File: config.mk
export PLATFORM = sky130hd
export DESIGN_NAME = dwin_seq
export DESIGN_NICKNAME = d
export VERILOG_FILES = /design/src/rtl/dwin_pkg.sv /design/src/rtl/dwin_rst_timer.sv /design/src/rtl/dwin_pm_check.sv /design/src/rtl/dwin_hdr_mux.sv /design/src/rtl/dwin_seq.sv
export SDC_FILE = /design/constraint.sdc
export NUM_CORES = 1
export LEC_CHECK = 0
export BUFFER_PORTS_ARGS = -buffer_cell sky130_fd_sc_hd__buf_2
export CAP_MARGIN = 30
export CELL_PAD_IN_SITES_DETAIL_PLACEMENT = 1
export CELL_PAD_IN_SITES_GLOBAL_PLACEMENT = 2
export CORE_MARGIN = 4
export CORE_UTILIZATION = 39
export CTS_CLUSTER_SIZE = 20
export DETAILED_ROUTE_END_ITERATION = 7
export HOLD_SLACK_MARGIN = 0.15
export PLACE_DENSITY = 0.94
export SYNTH_ARGS = -nofsm -noshare
export SYNTH_HDL_FRONTEND = slang
export SYNTH_SLANG_ARGS = --single-unit
File: constraint.sdc
create_clock -name clk -period 14.64 [get_ports clk]
set_clock_uncertainty 0.1 [all_clocks]
set_input_delay 0.732 -clock clk [delete_from_list [all_inputs] [get_ports clk]]
set_output_delay 0.732 -clock clk [all_outputs]
set_load 0.01 [all_outputs]
File: src/rtl/dwin_pkg.sv
package dwin_pkg;
  localparam logic [7:0] CMD_COL_RANGE = 8'h2A;
  localparam logic [7:0] CMD_ROW_RANGE = 8'h2B;
  localparam logic [7:0] CMD_MEM_WRITE = 8'h2C;
  localparam int         HDR_LEN       = 11;
  localparam logic [7:0] PM_KEEP_MASK  = 8'h7C;
  localparam logic [7:0] PM_ON_VALUE   = 8'h1C;

  typedef enum logic [1:0] {
    PH_HOLD  = 2'd0,
    PH_SETTLE = 2'd1,
    PH_READY = 2'd2
  } boot_ph_t;
endpackage

File: src/rtl/dwin_rst_timer.sv
module dwin_rst_timer
  import dwin_pkg::*;
#(
  parameter int CYC_PER_MS  = 50000,
  parameter int RST_LOW_MS  = 20,
  parameter int RST_WAIT_MS = 120
) (
  input  logic clk,
  input  logic rst,
  output logic panel_rst_n,
  output logic init_done
);
  localparam int LOW_CYC  = CYC_PER_MS * RST_LOW_MS;
  localparam int WAIT_CYC = CYC_PER_MS * RST_WAIT_MS;
  localparam int MAX_CYC  = (LOW_CYC > WAIT_CYC) ? LOW_CYC : WAIT_CYC;
  localparam int TW       = $clog2(MAX_CYC + 1);

  boot_ph_t        ph;
  logic [TW-1:0]   cnt;

  always_ff @(posedge clk) begin
    if (rst) begin
      ph          <= PH_HOLD;
      cnt         <= '0;
      panel_rst_n <= 1'b0;
      init_done   <= 1'b0;
    end else begin
      case (ph)
        PH_HOLD: begin
          if (cnt == TW'(LOW_CYC - 1)) begin
            ph          <= PH_SETTLE;
            cnt         <= '0;
            panel_rst_n <= 1'b1;
          end else begin
            cnt <= cnt + 1'b1;
          end
        end
        PH_SETTLE: begin
          if (cnt == TW'(WAIT_CYC - 1)) begin
            ph        <= PH_READY;
            init_done <= 1'b1;
          end else begin
            cnt <= cnt + 1'b1;
          end
        end
        default: ;
      endcase
    end
  end


  rst_order_chk: assert property (@(posedge clk) disable iff (rst)
    init_done |-> panel_rst_n);


  done_sticky_chk: assert property (@(posedge clk) disable iff (rst)
    init_done |=> init_done);
endmodule

File: src/rtl/dwin_pm_check.sv
module dwin_pm_check
  import dwin_pkg::*;
(
  input  logic       clk,
  input  logic       rst,
  input  logic [7:0] pm_byte,
  input  logic       pm_valid,
  output logic       disp_on
);
  always_ff @(posedge clk) begin
    if (rst) begin
      disp_on <= 1'b0;
    end else if (pm_valid) begin
      disp_on <= ((pm_byte & PM_KEEP_MASK) == PM_ON_VALUE);
    end
  end


  pm_hold_chk: assert property (@(posedge clk) disable iff (rst)
    !pm_valid |=> $stable(disp_on));
endmodule

File: src/rtl/dwin_hdr_mux.sv
module dwin_hdr_mux
  import dwin_pkg::*;
#(
  parameter int CW = 16
) (
  input  logic [3:0]    idx,
  input  logic [CW-1:0] x1,
  input  logic [CW-1:0] x2,
  input  logic [CW-1:0] y1,
  input  logic [CW-1:0] y2,
  output logic [7:0]    hdr_byte,
  output logic          hdr_dc
);
  localparam int EW = (CW > 16) ? CW : 16;

  logic          row_part;
  logic [3:0]    slot;
  logic [EW-1:0] lo_c, hi_c, hi_m1;
  logic [7:0]    cmd;

  always_comb begin
    row_part = (idx >= 4'd5);
    slot     = row_part ? (idx - 4'd5) : idx;
    lo_c     = row_part ? EW'(y1) : EW'(x1);
    hi_c     = row_part ? EW'(y2) : EW'(x2);
    hi_m1    = hi_c - 1'b1;
    cmd      = (idx == 4'd10) ? CMD_MEM_WRITE :
               (row_part ? CMD_ROW_RANGE : CMD_COL_RANGE);
    hdr_dc   = 1'b1;
    case (slot)
      4'd1:    hdr_byte = lo_c[15:8];
      4'd2:    hdr_byte = lo_c[7:0];
      4'd3:    hdr_byte = hi_c[15:8];
      4'd4:    hdr_byte = hi_m1[7:0];
      default: begin
        hdr_byte = cmd;
        hdr_dc   = 1'b0;
      end
    endcase
  end
endmodule

File: src/rtl/dwin_seq.sv
module dwin_seq
  import dwin_pkg::*;
#(
  parameter int CW          = 16,
  parameter int SCREEN_W    = 240,
  parameter int SCREEN_H    = 320,
  parameter int CYC_PER_MS  = 50000,
  parameter int RST_LOW_MS  = 20,
  parameter int RST_WAIT_MS = 120
) (
  input  logic          clk,
  input  logic          rst,
  input  logic          start,
  input  logic          blank_req,
  input  logic [CW-1:0] x1,
  input  logic [CW-1:0] x2,
  input  logic [CW-1:0] y1,
  input  logic [CW-1:0] y2,
  input  logic [7:0]    pix_data,
  input  logic          pix_valid,
  output logic          pix_ready,
  output logic [7:0]    out_data,
  output logic          out_dc,
  output logic          out_valid,
  input  logic          out_ready,
  output logic          busy,
  output logic          init_done,
  output logic          panel_rst_n,
  input  logic [7:0]    pm_byte,
  input  logic          pm_valid,
  output logic          disp_on
);
  localparam int CNTW = 2 * CW + 5;

  logic            active, blank_mode;
  logic [CW-1:0]   cx1, cx2, cy1, cy2;
  logic [CNTW-1:0] gen, total, left;

  logic [CW-1:0]   wx1, wx2, wy1, wy2;
  logic [CW-1:0]   dx, dy;
  logic [CNTW-1:0] n_win;
  logic            in_hdr, room, can_load, launch;
  logic [7:0]      hdr_byte;
  logic            hdr_dc;

  dwin_rst_timer #(
    .CYC_PER_MS (CYC_PER_MS),
    .RST_LOW_MS (RST_LOW_MS),
    .RST_WAIT_MS(RST_WAIT_MS)
  ) u_boot (
    .clk        (clk),
    .rst        (rst),
    .panel_rst_n(panel_rst_n),
    .init_done  (init_done)
  );

  dwin_pm_check u_pm (
    .clk     (clk),
    .rst     (rst),
    .pm_byte (pm_byte),
    .pm_valid(pm_valid),
    .disp_on (disp_on)
  );

  dwin_hdr_mux #(.CW(CW)) u_hdr (
    .idx     (gen[3:0]),
    .x1      (cx1),
    .x2      (cx2),
    .y1      (cy1),
    .y2      (cy2),
    .hdr_byte(hdr_byte),
    .hdr_dc  (hdr_dc)
  );

  // Window chosen at launch: host clip or full screen.
  always_comb begin
    wx1   = start ? x1 : '0;
    wx2   = start ? x2 : CW'(SCREEN_W);
    wy1   = start ? y1 : '0;
    wy2   = start ? y2 : CW'(SCREEN_H);
    dx    = wx2 - wx1;
    dy    = wy2 - wy1;
    n_win = (CNTW'(dx) * CNTW'(dy)) << 1;
  end

  assign launch    = !active && init_done && (start || blank_req);
  assign in_hdr    = (gen < CNTW'(HDR_LEN));
  assign room      = !out_valid || out_ready;
  assign can_load  = active && (gen != total) && room &&
                     (in_hdr || blank_mode || pix_valid);
  assign pix_ready = active && !in_hdr && !blank_mode && (gen != total) && room;
  assign busy      = active || !init_done;

  always_ff @(posedge clk) begin
    if (rst) begin
      active     <= 1'b0;
      blank_mode <= 1'b0;
      gen        <= '0;
      total      <= '0;
      left       <= '0;
      out_valid  <= 1'b0;
      out_data   <= '0;
      out_dc     <= 1'b0;
      cx1        <= '0;
      cx2        <= '0;
      cy1        <= '0;
      cy2        <= '0;
    end else begin
      if (out_valid && out_ready) begin
        out_valid <= 1'b0;
        left      <= left - 1'b1;
        if (left == CNTW'(1)) active <= 1'b0;
      end
      if (can_load) begin
        out_valid <= 1'b1;
        out_data  <= in_hdr ? hdr_byte : (blank_mode ? 8'h00 : pix_data);
        out_dc    <= in_hdr ? hdr_dc : 1'b1;
        gen       <= gen + 1'b1;
      end
      if (launch) begin
        active     <= 1'b1;
        blank_mode <= !start;
        gen        <= '0;
        total      <= CNTW'(HDR_LEN) + n_win;
        left       <= CNTW'(HDR_LEN) + n_win;
        cx1        <= wx1;
        cx2        <= wx2;
        cy1        <= wy1;
        cy2        <= wy2;
      end
    end
  end


  out_hold_chk: assert property (@(posedge clk) disable iff (rst)
    out_valid && !out_ready |=> out_valid && $stable(out_data) && $stable(out_dc));


  quiet_init_chk: assert property (@(posedge clk) disable iff (rst)
    !init_done |-> !out_valid && busy);


  first_cmd_chk: assert property (@(posedge clk) disable iff (rst)
    $rose(active) |=> out_valid && (out_data == CMD_COL_RANGE) && !out_dc);


  blank_src_chk: assert property (@(posedge clk) disable iff (rst)
    active && blank_mode |-> !pix_ready);


  busy_src_chk: assert property (@(posedge clk) disable iff (rst)
    pix_ready |-> busy);
endmodule

==> flow_summary.ini <==
[global_routing]
grt_pass1_vias = 20100
grt_max_degree = 84
overflow = 0
grt_use_total = 0.233
grt_pass1_wl_microns = 108000
antenna_found_initial = 0

[placement]
dpl.hpwl_microns = 53200
port_buffers = 98
place_area_sq_um = 22200
place_congestion = 0.886

[flow_run]
cap_violations = 0

[logic_synthesis]
syn-cell-area_sq_um = 20900
async_reset_ff_frac = 0
syn-num-nets = 2956
synth_seq_area_share = 0.203
yosys_warnings = 0
synth_edf_count = 0
synth_top_area_share = 0.203
synth_most_common_cell = nand2_1
ys_types = 84
synthFlopType = dfxtp_1
yosys-top-cells-area = dfxtp_1 (20%), fa_1 (19%), ha_1 (8.6%)
yosysTopAreaCell = dfxtp_1
synthCells = 2530
synth_common_cells = nand2_1 (294), inv_1 (279), nor2_1 (253), dfxtp_1 (212), fa_1 (196)
avgSynthCellArea_sq_um = 8.26
ys_ff_latch = 212

[clock_network]
max-clock-path-buffers = 3
tritoncts = done
path_clk_slew_ns = 0.06
cts-resized-gates = 0
post-cts-setup-buffers = 0
cts_hold_buffers = 0
cts_root_buf = clkbuf_16
cts_buffers = 24
cts.sinks = 212
htreeDepth = 1
clock_latency_ns = 0.55

[worst_setup_path]
crit_arrival_ns = 11.76
crit_path_max_fanout = 74
reg2regPathDepth = 14
path_class = in2reg
critPathMaxStageDelay_ns = 0.68
slowest_stage = xnor2_1
cp.required_ns = 14.92
crit_path_frequent_cell = fa_1
end_kind = flop
cp-start-kind = input pin

[drt]
drc = 0
num_vias = 18600
dr.pass1.iters = 5
routed_wl_microns = 67000
ant_nets = 0
wl_per_cell_microns = 20.4
drt_iter0_markers = 1079
viasPerCell = 5.68

[timing]
slew_headroom = 0.260
fin_tns_setup_ns = 0
tightest_slew_ns = 1.10
holdWs_ns = 0.341
drv_slew = 0
rsz0062_at_grt = no
setup_viol = 0
layout_min_cycle_time_ns = 11.48
hold_viol = 0
fmax_mhz = 87.1
finalCritPeriodShare = 0.784

[layout]
nets = 3002
n_antenna_cell = 0
drive_above_1_share = 0.0879
final_core_util = 0.436
area_delta_synth_final_pct = 10.2
finalInstanceArea_sq_um = 23000

[hold_path]
hold_depth = 2
hp-class = in2reg

[die]
io_pins = 102
die_w_microns = 240
core-area_sq_um = 52900
initial_core_util = 0.395
die-area_sq_um = 57400
rows = 84
dieHeight_microns = 240

[run_status]
outcome = complete, no violations
worst paths after layout:
kind / start / end / slack [ns]
max: start / left[28] / 3.16
max reg2reg: gen[1] / out_data[3] / 10.70
min reg2reg: u_boot.panel_rst_n / u_boot.panel_rst_n / 0.34
min: y1[15] / cy1[15] / 0.34
metal layers:
| metal | part of all wire | wire, microns | GRT usage |
|---|---|---|---|
| met5 | 0 | 0 | 0 |
| met4 | 0.029 | 1930 | 0.0647 |
| met3 | 0.052 | 3490 | 0.0225 |
| met2 | 0.48 | 32100 | 0.403 |
| met1 | 0.44 | 29500 | 0.313 |
state kept, by name, summed over array words and instances, names as in the netlist, 2 cells and up:
register	cells
gen	37
left	37
total	34
u_boot.cnt	23
cx1	16
cx2	16
cy1	16
cy2	16
out_data	8
u_boot.ph	2
cells in the final DEF, fill, tap and decap left out, types with 24 or more instances in the layout:
cell       netlist  final
nand2_1        294    294
nand3_1         53     53
nor2_1         253    250
nor4_1          33     33
dfxtp_1        212    212
a211oi_1        35     35
nor3_1          44     43
a22o_1          35     35
fa_1           196    196
and2_1          79     79
buf_4            0     30
xor2_1          97     97
or3_1           44     44
ha_1           143    143
clkbuf_16        0     24
a21oi_1        114    114
a32o_1          24     24
xnor2_1         96     90
o21ai_0         63     62
buf_2            8     97
nand2b_1        36     36
inv_1          279    279
nand4_1         30     30
kinds of logic after synthesis:
group | count (synthesis) | synth area share
mux | 20 | 0.0110
compound gates | 408 | 0.135
fa+ha+maj | 339 | 0.273
xor+xnor | 194 | 0.0816
flops | 212 | 0.203
buf+inv | 391 | 0.0707
simple gates | 966 | 0.226
critical path: cells and delay by family:
family                   cells  cell delay (ns)
XOR/XNOR                     1             0.68
AND/OR/NAND/NOR              7             1.87
AO/OA/AOI/OAI               13             3.37
adder cells (fa/ha/maj)      8             3.98
buffers and inverters        4             1.11
area by class of cell:
cell class	count	area, sq um
Fill cell	6328	29800
Multi-Input combinational cell	1927	15300
Sequential cell	212	4240
Inverter	279	1050
Tap cell	688	861
Timing Repair Buffer	132	774
Clock buffer	30	673
Clock inverter	13	186
stage by stage:
stage / worst slack (ns) / cells
3_3_place_gp: 2.91 / 3230
6_report: 3.16 / 3281
5_1_grt: 2.52 / 3281
4_1_cts: 3.27 / 3279
2_1_floorplan: 4.03 / 2530
3_5_place_dp: 2.74 / 3236
Power is not shown: default switching activity piles up to over one toggle a cycle in this logic, so the estimate is an artifact.
